--- src/rtl/dbg_xfer_ctrl.sv ---
module dbg_xfer_ctrl #(
  parameter int DATA_W = 32
) (
  input  logic              clk,
  input  logic              rst_n,
  input  logic              psel,
  input  logic              penable,
  input  logic              pwrite,
  input  logic [1:0]        paddr,
  input  logic [DATA_W-1:0] pwdata,
  output logic [DATA_W-1:0] prdata,
  output logic              pready,
  input  logic              cpu_rx_rd,
  output logic [DATA_W-1:0] cpu_rx_data,
  input  logic              cpu_tx_wr,
  input  logic [DATA_W-1:0] cpu_tx_wdata,
  output logic              instr_fetch,
  output logic [DATA_W-1:0] instr_word,
  input  logic              instr_done,
  input  logic              halt_enter
);
  localparam logic [1:0] A_CTL = 2'd0, A_RX = 2'd1, A_TX = 2'd2, A_IT = 2'd3;
  localparam logic [1:0] M_NB = 2'd0, M_STALL = 2'd1, M_FAST = 2'd2, M_RSVD = 2'd3;

  logic [1:0]        mode;
  logic              rx_full, tx_full, ic, rx_l, tx_l, ic_l;
  logic [DATA_W-1:0] rx_data, tx_data;
  logic [7:0]        status;

  wire blocking = (mode == M_STALL) || (mode == M_FAST);
  wire nb       = (mode == M_NB);
  wire rx_wait  = pwrite  && paddr == A_RX && rx_full && !cpu_rx_rd;
  wire tx_wait  = !pwrite && paddr == A_TX && !tx_full && !cpu_tx_wr;
  wire it_wait  = pwrite  && paddr == A_IT && !ic && !instr_done;
  assign pready = !(psel && blocking && (rx_wait || tx_wait || it_wait));

  wire acc      = psel && penable && pready;
  wire stat_rd  = acc && !pwrite && paddr == A_CTL;
  wire ctl_wr   = acc && pwrite && paddr == A_CTL;
  wire rx_wr_ok = acc && pwrite && paddr == A_RX && !(nb && rx_l);
  wire tx_rd_ok = acc && !pwrite && paddr == A_TX && !(nb && !tx_l);
  wire it_wr_ok = acc && pwrite && paddr == A_IT && !(nb && !ic_l);
  wire fetch    = it_wr_ok || (mode == M_FAST && (rx_wr_ok || tx_rd_ok));

  assign status      = {mode, ic_l, tx_l, rx_l, ic, tx_full, rx_full};
  assign cpu_rx_data = rx_data;

  always_comb begin
    prdata = '0;
    case (paddr)
      A_CTL:   prdata[7:0] = status;
      A_RX:    prdata = rx_data;
      A_TX:    prdata = cpu_tx_wr ? cpu_tx_wdata : tx_data;
      default: prdata = instr_word;
    endcase
  end

  always_ff @(posedge clk or negedge rst_n) begin
    if (!rst_n) begin
      mode        <= M_NB;
      rx_full     <= 1'b0;
      tx_full     <= 1'b0;
      ic          <= 1'b1;
      rx_l        <= 1'b0;
      tx_l        <= 1'b0;
      ic_l        <= 1'b1;
      rx_data     <= '0;
      tx_data     <= '0;
      instr_word  <= '0;
      instr_fetch <= 1'b0;
    end else begin
      instr_fetch <= fetch;
      if (ctl_wr && pwdata[7:6] != M_RSVD) mode <= pwdata[7:6];

      if (rx_wr_ok) begin
        rx_data <= pwdata;
        rx_full <= 1'b1;
      end else if (cpu_rx_rd) rx_full <= 1'b0;
      if (rx_wr_ok) rx_l <= 1'b1;
      else if (stat_rd) rx_l <= rx_full;

      if (cpu_tx_wr) tx_data <= cpu_tx_wdata;
      if (tx_rd_ok) tx_full <= 1'b0;
      else if (cpu_tx_wr) tx_full <= 1'b1;
      if (tx_rd_ok) tx_l <= 1'b0;
      else if (stat_rd) tx_l <= tx_full;

      if (it_wr_ok) instr_word <= pwdata;
      if (fetch) ic <= 1'b0;
      else if (instr_done) ic <= 1'b1;
      if (fetch) ic_l <= 1'b0;
      else if (halt_enter) ic_l <= 1'b1;
      else if (stat_rd) ic_l <= ic;
    end
  end


  rx_set_chk: assert property (@(posedge clk) disable iff (!rst_n)
    (psel && penable && pready && pwrite && paddr == A_RX && !(mode == M_NB && rx_l))
      |=> (rx_full && rx_l));


  rx_drop_chk: assert property (@(posedge clk) disable iff (!rst_n)
    (psel && penable && pwrite && paddr == A_RX && mode == M_NB && rx_l)
      |=> $stable(rx_data));


  tx_clr_chk: assert property (@(posedge clk) disable iff (!rst_n)
    (psel && penable && pready && !pwrite && paddr == A_TX && !(mode == M_NB && !tx_l))
      |=> (!tx_full && !tx_l));


  fetch_pulse_chk: assert property (@(posedge clk) disable iff (!rst_n)
    instr_fetch |=> !instr_fetch);


  fetch_clr_chk: assert property (@(posedge clk) disable iff (!rst_n)
    $rose(instr_fetch) |-> (!ic && !ic_l));


  cpu_rd_chk: assert property (@(posedge clk) disable iff (!rst_n)
    (cpu_rx_rd && !(psel && penable && pwrite && paddr == A_RX)) |=> !rx_full);


  halt_chk: assert property (@(posedge clk) disable iff (!rst_n)
    (halt_enter && !(psel && penable)) |=> ic_l);
endmodule

--- config.mk ---
export PLATFORM = sky130hd
export DESIGN_NAME = dbg_xfer_ctrl
export DESIGN_NICKNAME = d
export VERILOG_FILES = /design/src/rtl/dbg_xfer_ctrl.sv
export SDC_FILE = /design/constraint.sdc
export NUM_CORES = 1
export LEC_CHECK = 0
export CAP_MARGIN = 30
export CORE_UTILIZATION = 41
export CTS_CLUSTER_SIZE = 16
export DETAILED_ROUTE_END_ITERATION = 7
export PLACE_DENSITY = 0.77
export SYNTH_ARGS = -nofsm -noshare
export SYNTH_HDL_FRONTEND = slang
export SYNTH_SLANG_ARGS = --single-unit
export TNS_END_PERCENT = 10
--- constraint.sdc ---
create_clock -name clk -period 1.9 [get_ports clk]
set_input_delay 0.285 -clock clk [delete_from_list [all_inputs] [get_ports clk]]
set_output_delay 0.285 -clock clk [all_outputs]
set_load 0.005 [all_outputs]
Yosys cells after proc, flatten, opt, wreduce, memory -nomap -nowiden
Cells that the tools add are included.

Add/subtract/negate cells: 0. $mul: 0. Divide/modulo/power cells: 0. $lt $le $gt $ge: 0. Equal/unequal tests: 6. Shift-type cells: 0. Muxes and demuxes: 16. Bitwise logic cells: 0. Reduce and logical (&&, ||, !) cells: 53.

Operators with widths (number): $pmux W24 S3 (1); $mux W32 (1); $logic_and A1 B1 Y1 (28); $pmux W8 S3 (1); $mux W1 (13); $logic_not A1 Y1 (12); $reduce_bool A2 Y1 (5); $eq A2 B2 Y1 const B (3); $logic_or A1 B1 Y1 (5); $eq A2 B1 Y1 const B (2); $logic_not A2 Y1 (2); $reduce_bool A3 Y1 (1); $ne A2 B2 Y1 const B (1).

Bits in registers: 105. Latch bits: 0. Memory bits (writable): 0. Bits in read-only memories: 0. Input bits: 75. Logic and storage cells: 86. Memories: 0.

Logic depth before layout (Yosys ltp)
Gate-level depths: netlist of the first run.

Word-level depth: 16. Depth in mapped cells: 7. Depth with buffers taken out: 6.

Worst setup path after synthesis of the first run
No wires, ideal clock.

Path type: flip-flop to flip-flop. Start: reg mode[0]. End: reg instr_word[10]. Setup time: 0.125 ns. Arrival: 1.929 ns. Required time: 1.775 ns. Path slack: -0.154 ns. Stages on the path, launching flop included: 7. Buffers on the path: 1. Clock period less this slack: 2.054 ns. Path through: dfrtp_1 > inv_1 > ha_1 > o211a_4 > a2111oi_4 > buf_6 > mux2_2.

Word-level cells in the longest chain between the ends: 9. Elaborated cells between the ends (all ways): 13. Those cells by class: eq/ne (2); reduce/logical (11).

RTL lines: from (decl) (line 25) `logic [1:0] mode;`; from (signal assigned) (line 73) `if (ctl_wr && pwdata[7:6] != M_RSVD) mode <= pwdata[7:6];`; $eq A2 B1 Y1 or $eq A2 B2 Y1 (tied branches) (line 30) `wire blocking = (mode == M_STALL) || (mode == M_FAST);`; $logic_or A1 B1 Y1 (line 30); $logic_and A1 B1 Y1 (2 in a row) (line 35) `assign pready = !(psel && blocking && (rx_wait || tx_wait || it_wait));`; $logic_not A1 Y1 (line 35); $logic_and A1 B1 Y1 (line 37) `wire acc = psel && penable && pready;`; $logic_and A1 B1 Y1 (2 in a row) (line 42) `wire it_wr_ok = acc && pwrite && paddr == A_IT && !(nb && !ic_l);`; $logic_and A1 B1 Y1 * (line 42); to (signal assigned) (line 88) `if (it_wr_ok) instr_word <= pwdata;`; to (decl) (line 18) `output logic [DATA_W-1:0] instr_word,`.

Mark *: on every way between the ends. The rest lies on a longest branch, timed or not. A chain may end at the register's enable or synchronous reset.

Worst setup path after layout of the first run
Start: in cpu_tx_wdata[12]. End: out prdata[12].

Word-level cells in the longest chain between the ends: 2.

RTL lines: from (decl) (line 16) `input logic [DATA_W-1:0] cpu_tx_wdata,`; $mux W32 (line 53) `A_TX: prdata = cpu_tx_wr ? cpu_tx_wdata : tx_data;`; $pmux W24 S3 (line 50) `case (paddr)`; to (decl) (line 11) `output logic [DATA_W-1:0] prdata,`.

Every way passes these cells.

==> results.py, run 1 <==
metrics = {
    "sta": {
        "timing.slew.headroom": 0.750,
        "timing.final.crit_period_ns": 1.94,
        "final.period_utilization": 1.02,
        "finalHoldViolations": 0,
        "fmax_mhz": 516,
        "hold_slack_ns": 0.244,
        "final.setup_skew_ns": 0.00751,
        "setup_total_negative_slack_ns": -0.0534,
        "worst-slew-pin-transition_ns": 0.370,
        "setup_ws_ns": -0.0372,
        "rsz0062_at_grt": "yes",
        "final-setup-viol-count": 5,
        "report.final.slew_viol_count": 0,
    },
    "pwr": {
        "report.power.total_mw": 7.02,
        "worst_ir_drop_vdd_uv": 487,
        "cellLeakagePower_nw": 3.14,
        "power.density_cell_area_mw_per_mm2": 976,
    },
    "clock_network": {
        "clock_sink_count": 105,
        "cts_max_level": 3,
        "insertion_delay_ns": 0.33,
        "cts_buf_count": 9,
        "cts.clk_slew.worst_paths_ns": 0.07,
        "cts_tree": "done",
        "cts_max_path_buffers": 2,
        "ctsRootBufferMaster": "clkbuf_16",
    },
    "synthesis": {
        "ys_seq_elements": 105,
        "yosys.cell_count.top_type": "mux2_2",
        "synth.net_count": 404,
        "synth-warning-count": 0,
        "most_frequent_cells_after_synthesis": "118 x mux2_2, 103 x dfrtp_1, 24 x a22o_1",
        "syn-cell-area_mm2": 0.00484,
        "yosys.area.top_type": "dfrtp_1",
        "ys_dominant_reg_cell": "dfrtp_1",
        "synth_seq_area_share": 0.543,
        "synth_largest_type_area_fraction": 0.533,
        "synth.avg_cell_area_um2": 14.8,
        "netlist_top_cells_area": "dfrtp_1 53%, mux2_2 27%, a22o_1 4.3%",
        "postSynthCellCount": 327,
        "ys_async_sr_fraction": 1.00,
        "synth_edf_count": 0,
        "synth.lib_cells_used.distinct": 35,
    },
    "route": {
        "detail_route.first_pass.iterations": 4,
        "routed_wl_mm": 13.3,
        "routed-via-count": 3609,
        "drt_iter0_drcs": 157,
        "drt-wirelength-per-cell_um": 19.9,
        "drt_drc_violations_left": 0,
        "viasPerCell": 5.39,
        "final_antenna_net_count": 0,
    },
    "critical_path": {
        "data_arrival_critical_path_ns": 1.65,
        "critical_path_cell_count": 5,
        "worstSetupEndpointType": "output pin",
        "critical_path_class": "input port to output pin",
        "critPathMaxStageDelay_ns": 0.40,
        "setup.worst_path.start": "cpu_tx_wdata[12]",
        "critPathSlowestCell": "clkdlybuf4s50_1",
        "endpoint": "prdata[12]",
        "worst-path-max-fanout": 2,
        "cp_common_cell": "mux2_2",
        "timing.rr.start": "mode[0]$_DFFE_PN0P_",
        "critical-path-top-delay-family": "buffers and inverters",
        "path_buf_inv": 2,
        "worst_r2r_endpoint": "instr_word[3]$_DFFE_PN0P_",
        "timing.critical_path.cells": "clkdlybuf4s50_1 > mux2_2 > mux2_2 > a22o_1 > clkdlybuf4s15_1",
        "ff2ff_path_depth": 6,
        "worst_ep_required_time_ns": 1.62,
        "regToRegSetupSlack_ns": -0.01,
        "crit_path_start_kind": "input port",
    },
    "grt": {
        "global_route_wire_length_before_repair_mm": 21.5,
        "initial_antenna_violation_count": 0,
        "first_global_vias": 4027,
        "grt_max_degree": 61,
        "grt-ovfl-total": 0,
        "global_route.usage.total": 0.226,
    },
    "placed_design": {
        "io_buffers": 172,
        "placed_cells": 651,
        "dp_hpwl_mm": 9.56,
        "place_worst_setup_slack_ns": -0.334,
        "gp_congestion": 0.856,
    },
    "die": {
        "floorplan.io_pins": 173,
        "floorplan.initialDensity": 0.422,
        "row_count": 39,
        "fp.dieH_um": 111,
        "core_region_area_mm2": 0.0115,
        "dieArea_mm2": 0.0122,
        "die_x_um": 111,
    },
    "finish": {
        "insertedDiodeCount": 0,
        "n_fill_cell": 907,
        "syn2layout_area_growth_pct": 48.5,
        "final_net_count": 599,
        "finalNonFillerCells": 670,
        "post_route_cells_drive_above_1_share": 0.410,
    },
    "job": {
        "max_cap_violations": 0,
    },
    "status": {
        "violations": "negative setup slack",
        "outcome": "finished with violations",
    },
    "worst_hold_path": {
        "worst_hold_class": "input port to flop",
    },
}
==> worst min-delay path: cells and delay by family <==
kind                   cells  cell delay [ns]
buffers and inverters      1             0.14
and+or+nand+nor            2             0.15
==> placed cells by master (no fill, tap or decap), types with 8 or more instances in the layout <==
master,instances
clkdlybuf4s50_1,134
mux2_2,103
dfrtp_1,103
a22o_1,24
buf_4,24
clkbuf_2,19
mux2_4,15
buf_2,13
clkbuf_16,9
buf_12,8
==> cell families after synthesis <==
logic type,Yosys count,share of synthesized area
multiplexers,129,0.322
flip-flops,105,0.543
AO/OA/AOI/OAI,33,0.0633
AND/OR/NAND/NOR,31,0.0372
buffers and inverters,27,0.0284
adder cells (fa/ha/maj),2,0.00517
==> worst min-delay path by stage <==
| stage | from | to | cells past startpoint |
|---|---|---|---|
| after floorplan | rst_n | cpu_rx_data[0]$_DFFE_PN0P_ | 0 |
| after global placement | rst_n | tx_data[3]$_DFF_PN0_ | 1 |
| after detailed placement | rst_n | tx_data[3]$_DFF_PN0_ | 1 |
| after CTS | rst_n | tx_data[3]$_DFF_PN0_ | 2 |
| after global routing | instr_done | ic$_DFFE_PN1P_ | 3 |
| final | instr_done | ic$_DFFE_PN1P_ | 3 |
==> report_power, final <==
| part | internal [mW] | switching, mW |
|---|---|---|
| clock | 0.965 | 0.760 |
| sequential | 2.71 | 0.353 |
| combinational | 1.53 | 0.705 |
| total | 5.20 | 1.82 |
==> cell type report <==
cell class | instances | area [µm²] | share of cell area
sequential | 105 | 2630 | 0.366
multi-input combinational | 195 | 2150 | 0.299
timing repair buffer | 206 | 1940 | 0.270
clock buffer | 16 | 272 | 0.0378
inverter | 5 | 18.8 | 0.00261
tap | 143 | 179 | 0.0249
==> flip-flops by register name (all words and copies together) (netlist names) <==
name and flops:
instr_word 32, tx_l 1, rx_full 1, mode 2, ic 1, ic_l 1, tx_full 1, cpu_rx_data 32
tx_data 32, instr_fetch 1, rx_l 1
==> per-stage QoR <==
| stage | instance area, µm² | util |
|---|---|---|
| 2_1_floorplan | 4880 | - |
| 3_3_place_gp | 6990 | 0.609 |
| 3_5_place_dp | 6990 | 0.609 |
| 4_1_cts | 7240 | 0.631 |
| 5_1_grt | 7190 | 0.627 |
| 6_report | 7190 | 0.627 |
==> layer usage <==
metal,vias up,GRT usage,part of all wire
met1,1836,0.280,0.42
met2,161,0.374,0.48
met5,-,0,0
met4,0,0.0844,0.017
met3,18,0.0675,0.079
li1,1594,-,-
==> repair_timing <==
action / in CTS / in global routing
setup endpoints to repair: 51 / 56
cloned: 1 / 0
pin swaps: 2 / 3
buffers inserted: 0 / 1
endpoints found under the hold margin: 14 / 0
hold buffers: 1 / 0
gates resized for setup: 88 / 39
Note: power is estimated with default switching activity, not from simulation.
==> run 2, diff against run 1 <==
--- a/config.mk
+++ b/config.mk
@@ -6,10 +6,12 @@
 export NUM_CORES = 1
 export LEC_CHECK = 0
 export CAP_MARGIN = 30
-export CORE_UTILIZATION = 41
+export CORE_ASPECT_RATIO = 0.5
+export CORE_UTILIZATION = 49
 export CTS_CLUSTER_SIZE = 16
 export DETAILED_ROUTE_END_ITERATION = 7
-export PLACE_DENSITY = 0.77
+export HOLD_SLACK_MARGIN = 0.12
+export PLACE_DENSITY = 0.86
 export SYNTH_ARGS = -nofsm -noshare
 export SYNTH_HDL_FRONTEND = slang
 export SYNTH_SLANG_ARGS = --single-unit
==> constraint.sdc (replaced) <==
create_clock -name clk -period 2.5 [get_ports clk]
set_input_delay 0.375 -clock clk [delete_from_list [all_inputs] [get_ports clk]]
set_output_delay 0.375 -clock clk [all_outputs]
set_load 0.005 [all_outputs]
==> results.py, run 2 (synthesis gave the netlist of run 1 again) <==
metrics = {
    "job": {
        "max_cap_violations": 0,
    },
    "critical_path": {
        "regToRegSetupSlack_ns": 0.41,
        "critical_path_class": "input port to output pin",
        "cp_common_cell": "mux2_2",
        "ff2ff_path_depth": 6,
        "worst_ep_required_time_ns": 2.12,
        "critPathMaxStageDelay_ns": 0.48,
        "worst_r2r_endpoint": "instr_word[30]$_DFFE_PN0P_",
        "worst-path-max-fanout": 12,
        "timing.rr.start": "mode[0]$_DFFE_PN0P_",
        "worstSetupEndpointType": "output pin",
        "critical-path-top-delay-family": "buffers and inverters",
        "critPathSlowestCell": "clkdlybuf4s50_1",
        "timing.critical_path.cells": "buf_2 > buf_4 > mux2_2 > mux2_2 > a22o_1 > clkdlybuf4s50_1",
        "data_arrival_critical_path_ns": 2.02,
        "critical_path_cell_count": 6,
        "setup.worst_path.start": "cpu_tx_wr",
        "path_buf_inv": 3,
        "endpoint": "prdata[27]",
        "crit_path_start_kind": "input port",
    },
    "placed_design": {
        "gp_congestion": 0.877,
        "io_buffers": 172,
        "dp_hpwl_mm": 8.72,
    },
    "die": {
        "floorplan.io_pins": 173,
        "row_count": 25,
        "dieArea_mm2": 0.0103,
        "core_region_area_mm2": 0.00951,
        "die_x_um": 143,
        "floorplan.initialDensity": 0.509,
        "fp.dieH_um": 72.3,
    },
    "sta": {
        "timing.slew.headroom": 0.576,
        "setup_total_negative_slack_ns": 0,
        "timing.final.crit_period_ns": 2.40,
        "final.setup_skew_ns": 0.00931,
        "fmax_mhz": 417,
        "worst-slew-pin-transition_ns": 0.628,
        "rsz0062_at_grt": "no",
        "final-setup-viol-count": 0,
        "finalHoldViolations": 0,
        "final.period_utilization": 0.960,
        "report.final.slew_viol_count": 0,
    },
    "route": {
        "drt_iter0_drcs": 125,
        "drt_drc_violations_left": 0,
        "routed-via-count": 3472,
        "routed_wl_mm": 12.1,
        "drt-wirelength-per-cell_um": 18.7,
        "final_antenna_net_count": 0,
        "detail_route.first_pass.iterations": 5,
        "viasPerCell": 5.37,
    },
    "grt": {
        "first_global_vias": 3725,
        "initial_antenna_violation_count": 0,
        "grt-ovfl-total": 0,
        "global_route.usage.total": 0.250,
        "global_route_wire_length_before_repair_mm": 19.4,
        "grt_max_degree": 46,
    },
    "clock_network": {
        "cts_max_path_buffers": 2,
        "cts_tree": "done",
        "insertion_delay_ns": 0.34,
        "clock_sink_count": 105,
        "cts_max_level": 3,
        "cts.clk_slew.worst_paths_ns": 0.07,
        "ctsRootBufferMaster": "clkbuf_16",
        "cts_buf_count": 9,
    },
    "finish": {
        "insertedDiodeCount": 0,
        "mostFrequentLayoutCell": "clkdlybuf4s50_1",
        "final_net_count": 583,
        "syn2layout_area_growth_pct": 46.7,
        "post_route_cells_drive_above_1_share": 0.327,
        "most-common-layout-cells": "168 x clkdlybuf4s50_1, 118 x mux2_2, 103 x dfrtp_1",
    },
    "pwr": {
        "cell_internal_pwr_mw": 3.91,
        "switching_share": 0.263,
        "cellLeakagePower_nw": 2.97,
        "power.share.sequential": 0.437,
        "report.power.total_mw": 5.31,
        "netSwitchingPower_mw": 1.39,
        "pwr-share-comb": 0.315,
        "worst_ir_drop_vdd_uv": 449,
        "clock_power_share": 0.247,
        "power.density_cell_area_mw_per_mm2": 748,
    },
    "worst_hold_path": {
        "hold-path-cell-count": 1,
        "worst_hold_class": "flop to flop",
    },
    "status": {
        "outcome": "finished clean",
    },
}
==> run 2: changes by cell type in the layout (fill, tap and decap cells not counted), moves of 5 or more <==
cell | before | now
buf_2 | 13 | 3
mux2_4 | 15 | 0
mux2_2 | 103 | 118
clkbuf_2 | 19 | 0
buf_4 | 24 | 12
clkbuf_1 | 5 | 0
clkdlybuf4s50_1 | 134 | 168
==> run 2: worst min-delay path by stage <==
stage,startpoint,endpoint,slack [ns]
after floorplan,rst_n,cpu_rx_data[0]$_DFFE_PN0P_,0.08
after global placement,rst_n,tx_data[0]$_DFF_PN0_,0.36
after detailed placement,rst_n,tx_data[0]$_DFF_PN0_,0.36
after CTS,tx_data[7]$_DFF_PN0_,tx_data[7]$_DFF_PN0_,0.50
after global routing,tx_data[1]$_DFF_PN0_,tx_data[1]$_DFF_PN0_,0.51
final,tx_data[4]$_DFF_PN0_,tx_data[4]$_DFF_PN0_,0.49
==> run 2: worst reg2reg max path, cell delays in order, from the launching register on <==
cell and delay, ns:
dfrtp_1 0.38, inv_1 0.07, ha_1 0.34, o211a_4 0.18
a2111oi_4 0.37, buf_12 0.26, mux2_2 0.37
==> run 2: layout make-up <==
type	instances	area, µm²
clock buffer	9	225
clock inverter	7	53.8
fill	634	2410
inverter	5	18.8
multi-input combinational	195	2090
sequential	105	2630
tap	135	169
timing repair buffer	190	1920
==> run 2: repair_timing <==
action / 4_1_cts / 5_1_grt
hold endpoints to repair: 33 / 0
gates resized for setup: 0 / 1
buffers inserted: 0 / 0
hold buffers: 1 / 0
setup endpoints to repair: 0 / 1
==> run 2: power groups by stage <==
stage / clock network, mW / logic [mW] / registers [mW]
final: 1.31 / 1.67 / 2.32
after global routing: 1.41 / 1.79 / 2.37
after CTS: 1.34 / 1.69 / 2.32
after detailed placement: 0 / 1.68 / 2.35
after global placement: 0 / 1.64 / 2.33
after floorplan: 0 / 0.623 / 2.31
==> run 2: per-layer routing <==
layer | vias to the layer above | GRT usage | wire [µm]
met5 | - | 0 | 0
li1 | 1583 | - | -
met2 | 94 | 0.442 | 6270
met1 | 1775 | 0.303 | 5000
met3 | 20 | 0.0634 | 574
met4 | 0 | 0.0872 | 220
==> run 2: through the flow <==
stage,instance area [µm²],setup slack (ns),std cells,utilization,hold WS (ns)
2_1_floorplan,4840,0.296,327,-,0.0794
3_3_place_gp,6810,0.129,629,0.716,0.360
3_5_place_dp,6810,0.113,629,0.716,0.364
4_1_cts,7090,0.0913,646,0.746,0.499
5_1_grt,7100,0.0416,646,0.747,0.513
6_report,7100,0.100,646,0.747,0.492
